===== config.mk =====
export PLATFORM = sky130hd
export DESIGN_NAME = sfc_erase_ctrl
export DESIGN_NICKNAME = d
export VERILOG_FILES = /design/src/rtl/sfc_pkg.sv /design/src/rtl/sfc_pin_sync.sv /design/src/rtl/sfc_cmd_rx.sv /design/src/rtl/sfc_status_tx.sv /design/src/rtl/sfc_erase_timer.sv /design/src/rtl/sfc_protect.sv /design/src/rtl/sfc_erase_ctrl.sv
export SDC_FILE = /design/constraint.sdc
export NUM_CORES = 1
export LEC_CHECK = 0
export ABC_AREA = 1
export BUFFER_PORTS_ARGS = -buffer_cell sky130_fd_sc_hd__buf_2
export CAP_MARGIN = 20
export CORE_MARGIN = 4
export CORE_UTILIZATION = 30
export DETAILED_ROUTE_END_ITERATION = 7
export GPL_TIMING_DRIVEN = 0
export PLACE_DENSITY_LB_ADDON = 0.08
export SLEW_MARGIN = 5
export SYNTH_ARGS = -nofsm -noshare
export SYNTH_HDL_FRONTEND = slang
export SYNTH_HIERARCHICAL = 1
export SYNTH_SLANG_ARGS = --single-unit
export TNS_END_PERCENT = 10

===== constraint.sdc =====
create_clock -name clk -period 2.65 [get_ports clk]
set_clock_uncertainty 0.2 [all_clocks]
set_input_delay 0.53 -clock clk [delete_from_list [all_inputs] [get_ports clk]]
set_output_delay 0.53 -clock clk [all_outputs]
set_load 0.01 [all_outputs]

===== src/rtl/sfc_pkg.sv =====
package sfc_pkg;
   localparam logic [7:0] OP_WREN = 8'h06;
   localparam logic [7:0] OP_RDSR = 8'h05;
   localparam logic [7:0] OP_SERA = 8'hD8;
   localparam int         OP_W    = 8;
   localparam int         STAT_W  = 8;

   typedef struct packed {
      logic sck;
      logic csn;
      logic mosi;
   } pins_t;

   localparam pins_t PINS_IDLE = '{sck: 1'b0, csn: 1'b1, mosi: 1'b0};
endpackage


===== src/rtl/sfc_pin_sync.sv =====
module sfc_pin_sync
   import sfc_pkg::*;
#(
   parameter int STAGES = 2
) (
   input  logic clk,
   input  logic rst_n,
   input  logic sck_in,
   input  logic csn_in,
   input  logic mosi_in,
   output logic sck_rise,
   output logic sck_fall,
   output logic cs_fall,
   output logic cs_rise,
   output logic cs_act,
   output logic mosi_s
);
   pins_t raw, synced, prev;

   assign raw = '{sck: sck_in, csn: csn_in, mosi: mosi_in};

   generate
      if (STAGES == 0) begin : g_direct
         assign synced = raw;
      end else begin : g_chain
         pins_t chain [STAGES];
         always_ff @(posedge clk or negedge rst_n) begin
            if (!rst_n) begin
               for (int i = 0; i < STAGES; i++) chain[i] <= PINS_IDLE;
            end else begin
               chain[0] <= raw;
               for (int i = 1; i < STAGES; i++) chain[i] <= chain[i-1];
            end
         end
         assign synced = chain[STAGES-1];
      end
   endgenerate

   always_ff @(posedge clk or negedge rst_n) begin
      if (!rst_n) prev <= PINS_IDLE;
      else        prev <= synced;
   end

   assign sck_rise = synced.sck & ~prev.sck;
   assign sck_fall = ~synced.sck & prev.sck;
   assign cs_fall  = ~synced.csn & prev.csn;
   assign cs_rise  = synced.csn & ~prev.csn;
   assign cs_act   = ~synced.csn;
   assign mosi_s   = synced.mosi;
endmodule


===== src/rtl/sfc_cmd_rx.sv =====
module sfc_cmd_rx
   import sfc_pkg::*;
#(
   parameter int FRAME_W = 32,
   parameter int CNT_W   = 7
) (
   input  logic               clk,
   input  logic               rst_n,
   input  logic               cs_fall,
   input  logic               cs_act,
   input  logic               sck_rise,
   input  logic               mosi_s,
   output logic [CNT_W-1:0]   bit_cnt,
   output logic [OP_W-1:0]    opcode,
   output logic [FRAME_W-1:0] frame
);
   localparam logic [CNT_W-1:0] CNT_MAX  = '1;
   localparam logic [CNT_W-1:0] OP_LAST  = CNT_W'(OP_W - 1);

   logic [FRAME_W-1:0] next_frame;
   assign next_frame = {frame[FRAME_W-2:0], mosi_s};

   always_ff @(posedge clk or negedge rst_n) begin
      if (!rst_n) begin
         bit_cnt <= '0;
         opcode  <= '0;
         frame   <= '0;
      end else if (cs_fall) begin
         bit_cnt <= '0;
         opcode  <= '0;
         frame   <= '0;
      end else if (cs_act && sck_rise) begin
         frame <= next_frame;
         if (bit_cnt != CNT_MAX) bit_cnt <= bit_cnt + 1'b1;
         if (bit_cnt == OP_LAST) opcode <= next_frame[OP_W-1:0];
      end
   end
endmodule


===== src/rtl/sfc_status_tx.sv =====
module sfc_status_tx
   import sfc_pkg::*;
(
   input  logic              clk,
   input  logic              rst_n,
   input  logic              cs_act,
   input  logic              sck_fall,
   input  logic              rd_en,
   input  logic [STAT_W-1:0] stat,
   output logic              miso
);
   localparam int IW = $clog2(STAT_W);

   logic [IW-1:0]     idx;
   logic [STAT_W-1:0] sr;

   always_ff @(posedge clk or negedge rst_n) begin
      if (!rst_n) begin
         miso <= 1'b0;
         idx  <= '0;
         sr   <= '0;
      end else if (!cs_act) begin
         miso <= 1'b0;
         idx  <= '0;
      end else if (rd_en && sck_fall) begin
         if (idx == '0) begin
            miso <= stat[STAT_W-1];
            sr   <= {stat[STAT_W-2:0], 1'b0};
         end else begin
            miso <= sr[STAT_W-1];
            sr   <= {sr[STAT_W-2:0], 1'b0};
         end
         idx <= idx + 1'b1;
      end
   end
endmodule


===== src/rtl/sfc_erase_timer.sv =====
module sfc_erase_timer #(
   parameter int CYCLES = 1000
) (
   input  logic clk,
   input  logic rst_n,
   input  logic start,
   output logic busy
);
   localparam int CW = $clog2(CYCLES + 1);

   logic [CW-1:0] left;

   always_ff @(posedge clk or negedge rst_n) begin
      if (!rst_n) begin
         busy <= 1'b0;
         left <= '0;
      end else if (start) begin
         busy <= 1'b1;
         left <= CW'(CYCLES - 1);
      end else if (busy) begin
         if (left == '0) busy <= 1'b0;
         else            left <= left - 1'b1;
      end
   end
endmodule


===== src/rtl/sfc_protect.sv =====
module sfc_protect #(
   parameter int SECT_W = 4,
   parameter int BP_W   = 3
) (
   input  logic [BP_W-1:0]   bp,
   input  logic [SECT_W-1:0] sector,
   output logic              prot
);
   logic [SECT_W-1:0] low_mask;
   int                k;

   always_comb begin
      prot     = 1'b0;
      low_mask = '0;
      k        = int'(bp) - 1;
      if (bp != '0) begin
         if (k >= SECT_W) begin
            prot = 1'b1;
         end else begin
            low_mask = (SECT_W'(1) << k) - SECT_W'(1);
            prot     = &(sector | low_mask);
         end
      end
   end
endmodule


===== src/rtl/sfc_erase_ctrl.sv =====
module sfc_erase_ctrl
   import sfc_pkg::*;
#(
   parameter int ERASE_CYCLES = 1000,
   parameter int SYNC_STAGES  = 2,
   parameter int ADDR_W       = 24,
   parameter int SECT_LSB     = 16,
   parameter int SECT_W       = 4,
   parameter int BP_W         = 3
) (
   input  logic              clk,
   input  logic              rst_n,
   input  logic              spi_sck,
   input  logic              spi_csn,
   input  logic              spi_mosi,
   output logic              spi_miso,
   input  logic [BP_W-1:0]   bp_cfg,
   output logic              erase_req,
   output logic [SECT_W-1:0] erase_sector
);
   localparam int FRAME_W = OP_W + ADDR_W;
   localparam int CNT_W   = $clog2(FRAME_W) + 2;
   localparam logic [CNT_W-1:0] LEN_OP    = CNT_W'(OP_W);
   localparam logic [CNT_W-1:0] LEN_FRAME = CNT_W'(FRAME_W);

   if (ERASE_CYCLES < 1) begin : g_bad_cycles
      $error("ERASE_CYCLES must be at least 1");
   end
   if (SECT_LSB + SECT_W > ADDR_W) begin : g_bad_sect
      $error("sector field must lie inside the address");
   end
   if (BP_W + 2 > STAT_W) begin : g_bad_bp
      $error("block-protect field does not fit the status byte");
   end
   if (SYNC_STAGES < 0) begin : g_bad_sync
      $error("SYNC_STAGES must not be negative");
   end

   logic               sck_rise, sck_fall, cs_fall, cs_rise, cs_act, mosi_s;
   logic [CNT_W-1:0]   bit_cnt;
   logic [OP_W-1:0]    opcode;
   logic [FRAME_W-1:0] frame;
   logic [SECT_W-1:0]  sect_sel;
   logic               prot;
   logic               wel, wip;
   logic               start, wren_hit, rd_en;
   logic [STAT_W-1:0]  stat;

   sfc_pin_sync #(.STAGES(SYNC_STAGES)) u_sync (
      .clk(clk), .rst_n(rst_n),
      .sck_in(spi_sck), .csn_in(spi_csn), .mosi_in(spi_mosi),
      .sck_rise(sck_rise), .sck_fall(sck_fall),
      .cs_fall(cs_fall), .cs_rise(cs_rise), .cs_act(cs_act), .mosi_s(mosi_s)
   );

   sfc_cmd_rx #(.FRAME_W(FRAME_W), .CNT_W(CNT_W)) u_rx (
      .clk(clk), .rst_n(rst_n),
      .cs_fall(cs_fall), .cs_act(cs_act), .sck_rise(sck_rise), .mosi_s(mosi_s),
      .bit_cnt(bit_cnt), .opcode(opcode), .frame(frame)
   );

   assign sect_sel = frame[SECT_LSB +: SECT_W];

   sfc_protect #(.SECT_W(SECT_W), .BP_W(BP_W)) u_prot (
      .bp(bp_cfg), .sector(sect_sel), .prot(prot)
   );

   assign start    = cs_rise && (opcode == OP_SERA) && (bit_cnt == LEN_FRAME)
                     && wel && !wip && !prot;
   assign wren_hit = cs_rise && (opcode == OP_WREN) && (bit_cnt == LEN_OP) && !wip;
   assign rd_en    = (opcode == OP_RDSR) && (bit_cnt >= LEN_OP);

   sfc_erase_timer #(.CYCLES(ERASE_CYCLES)) u_tmr (
      .clk(clk), .rst_n(rst_n), .start(start), .busy(wip)
   );

   always_ff @(posedge clk or negedge rst_n) begin
      if (!rst_n) begin
         wel          <= 1'b0;
         erase_req    <= 1'b0;
         erase_sector <= '0;
      end else begin
         erase_req <= start;
         if (start) begin
            wel          <= 1'b0;
            erase_sector <= sect_sel;
         end else if (wren_hit) begin
            wel <= 1'b1;
         end
      end
   end

   assign stat = STAT_W'({bp_cfg, wel, wip});

   sfc_status_tx u_tx (
      .clk(clk), .rst_n(rst_n),
      .cs_act(cs_act), .sck_fall(sck_fall), .rd_en(rd_en),
      .stat(stat), .miso(spi_miso)
   );
endmodule


== Word-level counts from Yosys, hierarchy flattened ==
Cells that the tools add are included.

* Register bits: 72
* Bits in latches: 0
* Bits in writable memories: 0
* ROM bits: 0
* Input port bits: 8
* Output and inout bits: 6
* Word-level logic and storage cells: 95
* Memories: 0

* $add $sub $neg: 5
* Multiply operators: 0
* Divide/modulo/power cells: 0
* Order comparisons: 2
* Eq/ne operators: 8
* Shift-type cells: 1
* Muxes and demuxes: 24
* Bitwise logic cells: 9
* Reduce and logical (&&, ||, !) cells: 27

{| class="wikitable"
|+ Operator list
! cell !! count
|-
| two-way mux 20 bit || 2
|-
| greater-or-equal comparator 32 x 4 -> 1 bit, second input constant || 1
|-
| two-way mux 8 bit || 4
|-
| << shifter 1 x 32 -> 4 bit, first input constant || 1
|-
| two-way mux 10 bit || 3
|-
| two-way mux 7 bit || 3
|-
| == test 8 x 3 -> 1 bit, second input constant || 2
|-
| nonzero test 2 bit || 6
|-
| logical AND 1 bit || 11
|-
| zero test 10 bit || 1
|-
| two-way mux 1 bit || 10
|-
| subtractor 10 x 1 -> 10 bit, second input constant || 1
|-
| == test 8 bit, second input constant || 1
|-
| AND reduction 2 bit || 4
|-
| adder 7 x 1 -> 7 bit, second input constant || 1
|-
| == test 7 x 3 -> 1 bit, second input constant || 1
|-
| == test 7 x 4 -> 1 bit, second input constant || 1
|-
| == test 7 x 6 -> 1 bit, second input constant || 1
|-
| greater-or-equal comparator 7 x 4 -> 1 bit, second input constant || 1
|-
| != test 7 bit, second input constant || 1
|-
| two-way mux 3 bit || 2
|-
| bitwise AND 1 bit || 4
|-
| NOT 1 bit || 4
|-
| OR 4 bit || 1
|-
| 8 further kinds || 9
|}

== Logic depth before layout (Yosys ltp) ==
* Depth in word-level cells: 11
* Depth in mapped cells: 17
* Depth with buffers taken out: 17

== Hierarchy ==
Netlist, hierarchy kept.

{| class="wikitable"
|+ Modules (own cells, without submodules)
! module !! times used !! cells each !! area an instance (um^2) !! sequential area each (um^2)
|-
| sfc_cmd_rx || 1 || 237 || 2080.7 || 1176.1
|-
| sfc_erase_timer || 1 || 102 || 769.5 || 275.3
|-
| sfc_status_tx || 1 || 85 || 628.1 || 275.3
|-
| sfc_erase_ctrl || 1 || 75 || 515.5 || 150.1
|-
| sfc_pin_sync || 1 || 16 || 236.5 || 203.9
|-
| sfc_protect || 1 || 38 || 217.7 || 0.0
|}

== Worst setup path before layout ==
OpenSTA, ideal clock, no wires.

* Path type: input -> register
* Start point: input port bp_cfg[0]
* End point: register u_tmr.left[9]
* Arrival: 2351 ps
* Data required time: 2335 ps
* Path slack: -16 ps
* Stages on the path: 17
* Path buffers: 1
* Path through: inv_1 > ha_1 > inv_1 > nand2_1 > nor2_1 > nand2_1 > nand2_1 > nand3_1 > nand2_1 > nor2_2 > nor2_4 > nand3_1 > nor2_1 > clkinv_2 > buf_2 > nand3_1 > nand2_2

* Cells in the longest elaborated chain, start to end: 11

{| class="wikitable"
|+ RTL lines
! what !! RTL line !! text
|-
| start: declaration || sfc_erase_ctrl.sv:17 || <nowiki>input logic [BP_W-1:0] bp_cfg,</nowiki>
|-
| subtractor 3 x 1 -> 4 bit || sfc_protect.sv:15 || <nowiki>k = int'(bp) - 1;</nowiki>
|-
| << shifter 1 x 32 -> 4 bit || sfc_protect.sv:20 || <nowiki>low_mask = (SECT_W'(1) << k) - SECT_W'(1);</nowiki>
|-
| subtractor 4 x 2 -> 4 bit || sfc_protect.sv:20 ||
|-
| OR 4 bit || sfc_protect.sv:21 || <nowiki>prot = &(sector | low_mask);</nowiki>
|-
| AND reduction 4 bit || sfc_protect.sv:21 ||
|-
| two-way mux 1 bit || sfc_protect.sv:17 || <nowiki>if (k >= SECT_W) begin</nowiki>
|-
| two-way mux 1 bit (*) || sfc_protect.sv:16 || <nowiki>if (bp != '0) begin</nowiki>
|-
| via prot || sfc_erase_ctrl.sv:44 || <nowiki>logic prot;</nowiki>
|-
| zero test 1 bit (*) || sfc_erase_ctrl.sv:69 || <nowiki>&& wel && !wip && !prot;</nowiki>
|-
| logical AND 1 bit (*) || sfc_erase_ctrl.sv:69 ||
|-
| via start || sfc_erase_ctrl.sv:46 || <nowiki>logic start, wren_hit, rd_en;</nowiki>
|-
| != test 2 bit (no line) or nonzero test 2 bit (tied branches) || - ||
|-
| AND reduction 2 bit (no line) || - ||
|-
| end signal: assignment || sfc_erase_timer.sv:19 || <nowiki>left <= CW'(CYCLES - 1);</nowiki>
|-
| end signal: assignment || sfc_erase_timer.sv:22 || <nowiki>else left <= left - 1'b1;</nowiki>
|-
| end: declaration || sfc_erase_timer.sv:11 || <nowiki>logic [CW-1:0] left;</nowiki>
|}

The timed path passes the listed nets; every way through them passes the cells marked *.
A chain may end at the register's enable or synchronous reset.

== Worst setup path in the final report ==
* Start point: input port bp_cfg[0]
* End point: register u_tmr.left[4]

Same word-level chain as after synthesis.

==> results.yml <==
placed_design:
  dp_cells: 702
  io_buffers: 13
  place_ws_ns: -0.486
  place_area_sq_mm: 0.00433
  hpwl_um: 6020
  place_congestion: 0.737
cells_and_area:
  area_growth_pct: 17.1
  antenna_cells: 0
  drive_above_1_share: 0.216
  fin_cells: 723
  fin_area_sq_mm: 0.00470
  layout.nets: 564
timing:
  finalHoldViolCount: 0
  maxSlewHeadroom: 0.530
  slew_violations: 0
  min_period_ns: 2.37
  period_share: 0.896
  timing.fmax_mhz: 421
  rsz0062_at_grt: "no"
  worst_slew_pin_slew_ns: 0.700
  fin_worst_hold_slack_ns: 0.0847
  finalSetupTns_ns: 0
  setup_viol: 0
  setup_ws_ns: 0.275
global_route:
  grt_pass1_wl_um: 14800
  grt_max_degree: 56
  grt_use_met3: 0.0400
  grt_overflow: 0
  grt_usage: 0.126
  grt_pass1_vias: 3018
  met1_usage: 0.167
  grt_busiest_layer: "met2"
  antenna_found_initial: 0
  use_met2: 0.193
worst_setup_path:
  cpMostUsedCell: "nand2_1"
  slowest_delay_ns: 0.29
  cp_slowest_cell: "ha_1"
  start_kind: "input pin"
  cp_top_family: "simple AND/OR/NAND/NOR gates"
  path_buf_inv: 5
  endpoint_kind: "flip-flop"
  reg2regPathDepth: 7
  r2r_setup_slack_ns: 0.49
  r2r_end: "u_tx/sr[1]"
  cp_max_fo: 10
  crit_type: "in2reg"
  r2r-start: "u_rx/bit_cnt[4]"
  cp_cell_sequence: "buf_2 -> inv_1 -> ha_1 -> inv_1 -> nand2_1 -> nor2_2 -> nand2_1 -> nand2_1 -> nand3_1 -> nand2_1 -> nor2_2 -> nor2_4 -> nand3_2 -> nor2_4 -> clkinv_4 -> buf_4 -> nand3_1 -> nand2_1"
  cp_data_required_time_ns: 2.68
  critPathLaunch: "bp_cfg[0]"
  worstPathArrival_ns: 2.41
clock_network:
  clock-root-buffer: "clkbuf_16"
  clock_latency_ns: 0.34
  cts_tree: "built"
  htree_levels: 3
  clock_sinks: 71
  cts_buffers: 9
  cts_buffer_depth: 2
  clkSlewWorstSetupHoldPaths_ns: 0.06
status:
  status: "completed"
route:
  ant_nets: 0
  wl_per_cell_um: 11.6
  wl_um: 8410
  routed-via-count: 3108
  routed_via_density: 4.30
  drtPass1Iterations: 6
  drt_iter0_markers: 155
  drc_errors: 0
power:
  switchingPower_uw: 587
  power.share.combinational: 0.063
  seqPwrFrac: 0.446
  leakage_nw: 2.38
  switching_share: 0.233
  power.density_mw_per_mm2: 535
  internal_power_mw: 1.93
  clockPowerShare: 0.491
  peakVddDrop_uv: 391
hold_path:
  holdPathStages: 1
  min_path_type: "in2reg"
  min_from: "spi_csn"
  holdPathEnd: "u_sync/g_chain.chain[4]"
run:
  cap_violations: 0
logic_synthesis:
  syn_area_per_cell_sq_um: 7.81
  ys_warn_count: 6
  synth_cells: 514
  syn-cell-area_sq_mm: 0.00401
die:
  dieArea_sq_mm: 0.0153
  row_count: 41
  initial_utilization: 0.312
  core_sq_mm: 0.0129
  fp.dieW_um: 124
  die_h_um: 124
  io_pins: 14
metrics by stage:
step / power (mW) / util
finish: 2.52 / 0.365
global route: 2.64 / 0.365
detailed placement: 1.30 / 0.337
global placement: 1.30 / 0.334
CTS: 2.57 / 0.362
floorplan: 1.24 / -
sequential cells by signal, indices dropped and copies added (netlist names):
name,count
erase_req,1
u_sync/g_chain.chain,5
u_tmr/busy,1
u_rx/frame,20
u_sync/mosi_s,1
u_tx/sr,7
u_tx/idx,3
erase_sector,4
u_rx/opcode,8
u_sync/prev,2
u_tmr/left,10
u_tx/miso,1
wel,1
u_rx/bit_cnt,7
what timing repair did:
item                                    4_1_cts  5_1_grt
endpoints found under the hold margin        14        0
endpoints found under the setup margin       10       10
hold buffers                                  1        0
setup buffers                                 0        4
pin swaps                                     0        2
resized for setup                             2        4
cells in the final DEF (no fill, tap or decap), drive strengths merged, types with 5 or more instances in the layout:
master and count:
nand2 160, inv 82, nand3 70, dfrtp 68
nor2 63, buf 31, o21ai 20, clkbuf 11
ha 10, o31ai 6, nand4 5, nor3 5
clkinv 5
final cells by class:
type / count / area [sq um]
tap: 172 / 215
buffer: 13 / 72.6
timing repair buffer: 19 / 135
fill: 1370 / 8170
sequential: 71 / 1780
inverter: 84 / 320
clock buffer: 11 / 253
clock inverter: 5 / 56.3
multi-input combinational: 348 / 1870
metal layers:
metal,share of wire,vias to the layer above
li1,-,1657
met1,0.50,1409
met2,0.45,33
met3,0.035,9
met4,0.017,0
met5,0,-
power groups by stage:
stage | Clock (mW) | Sequential, mW | Combinational, mW
3_5_place_dp | 0 | 1.14 | 0.160
5_1_grt | 1.33 | 1.13 | 0.184
6_report | 1.24 | 1.12 | 0.157
2_1_floorplan | 0 | 1.14 | 0.101
4_1_cts | 1.28 | 1.12 | 0.162
3_3_place_gp | 0 | 1.14 | 0.154
worst max-delay path by stage:
stage,endpoint,slack [ns],cells after the start
final,u_tmr/left[4],0.28,18
after global routing,u_tmr/left[9],0.07,18
after CTS,u_tmr/left[4],0.03,18
after detailed placement,u_tmr/left[6],-0.49,18
after global placement,u_tmr/left[9],-0.49,18
after floorplan,u_tmr/left[9],0.07,17
(Power assumes the default switching activity.)
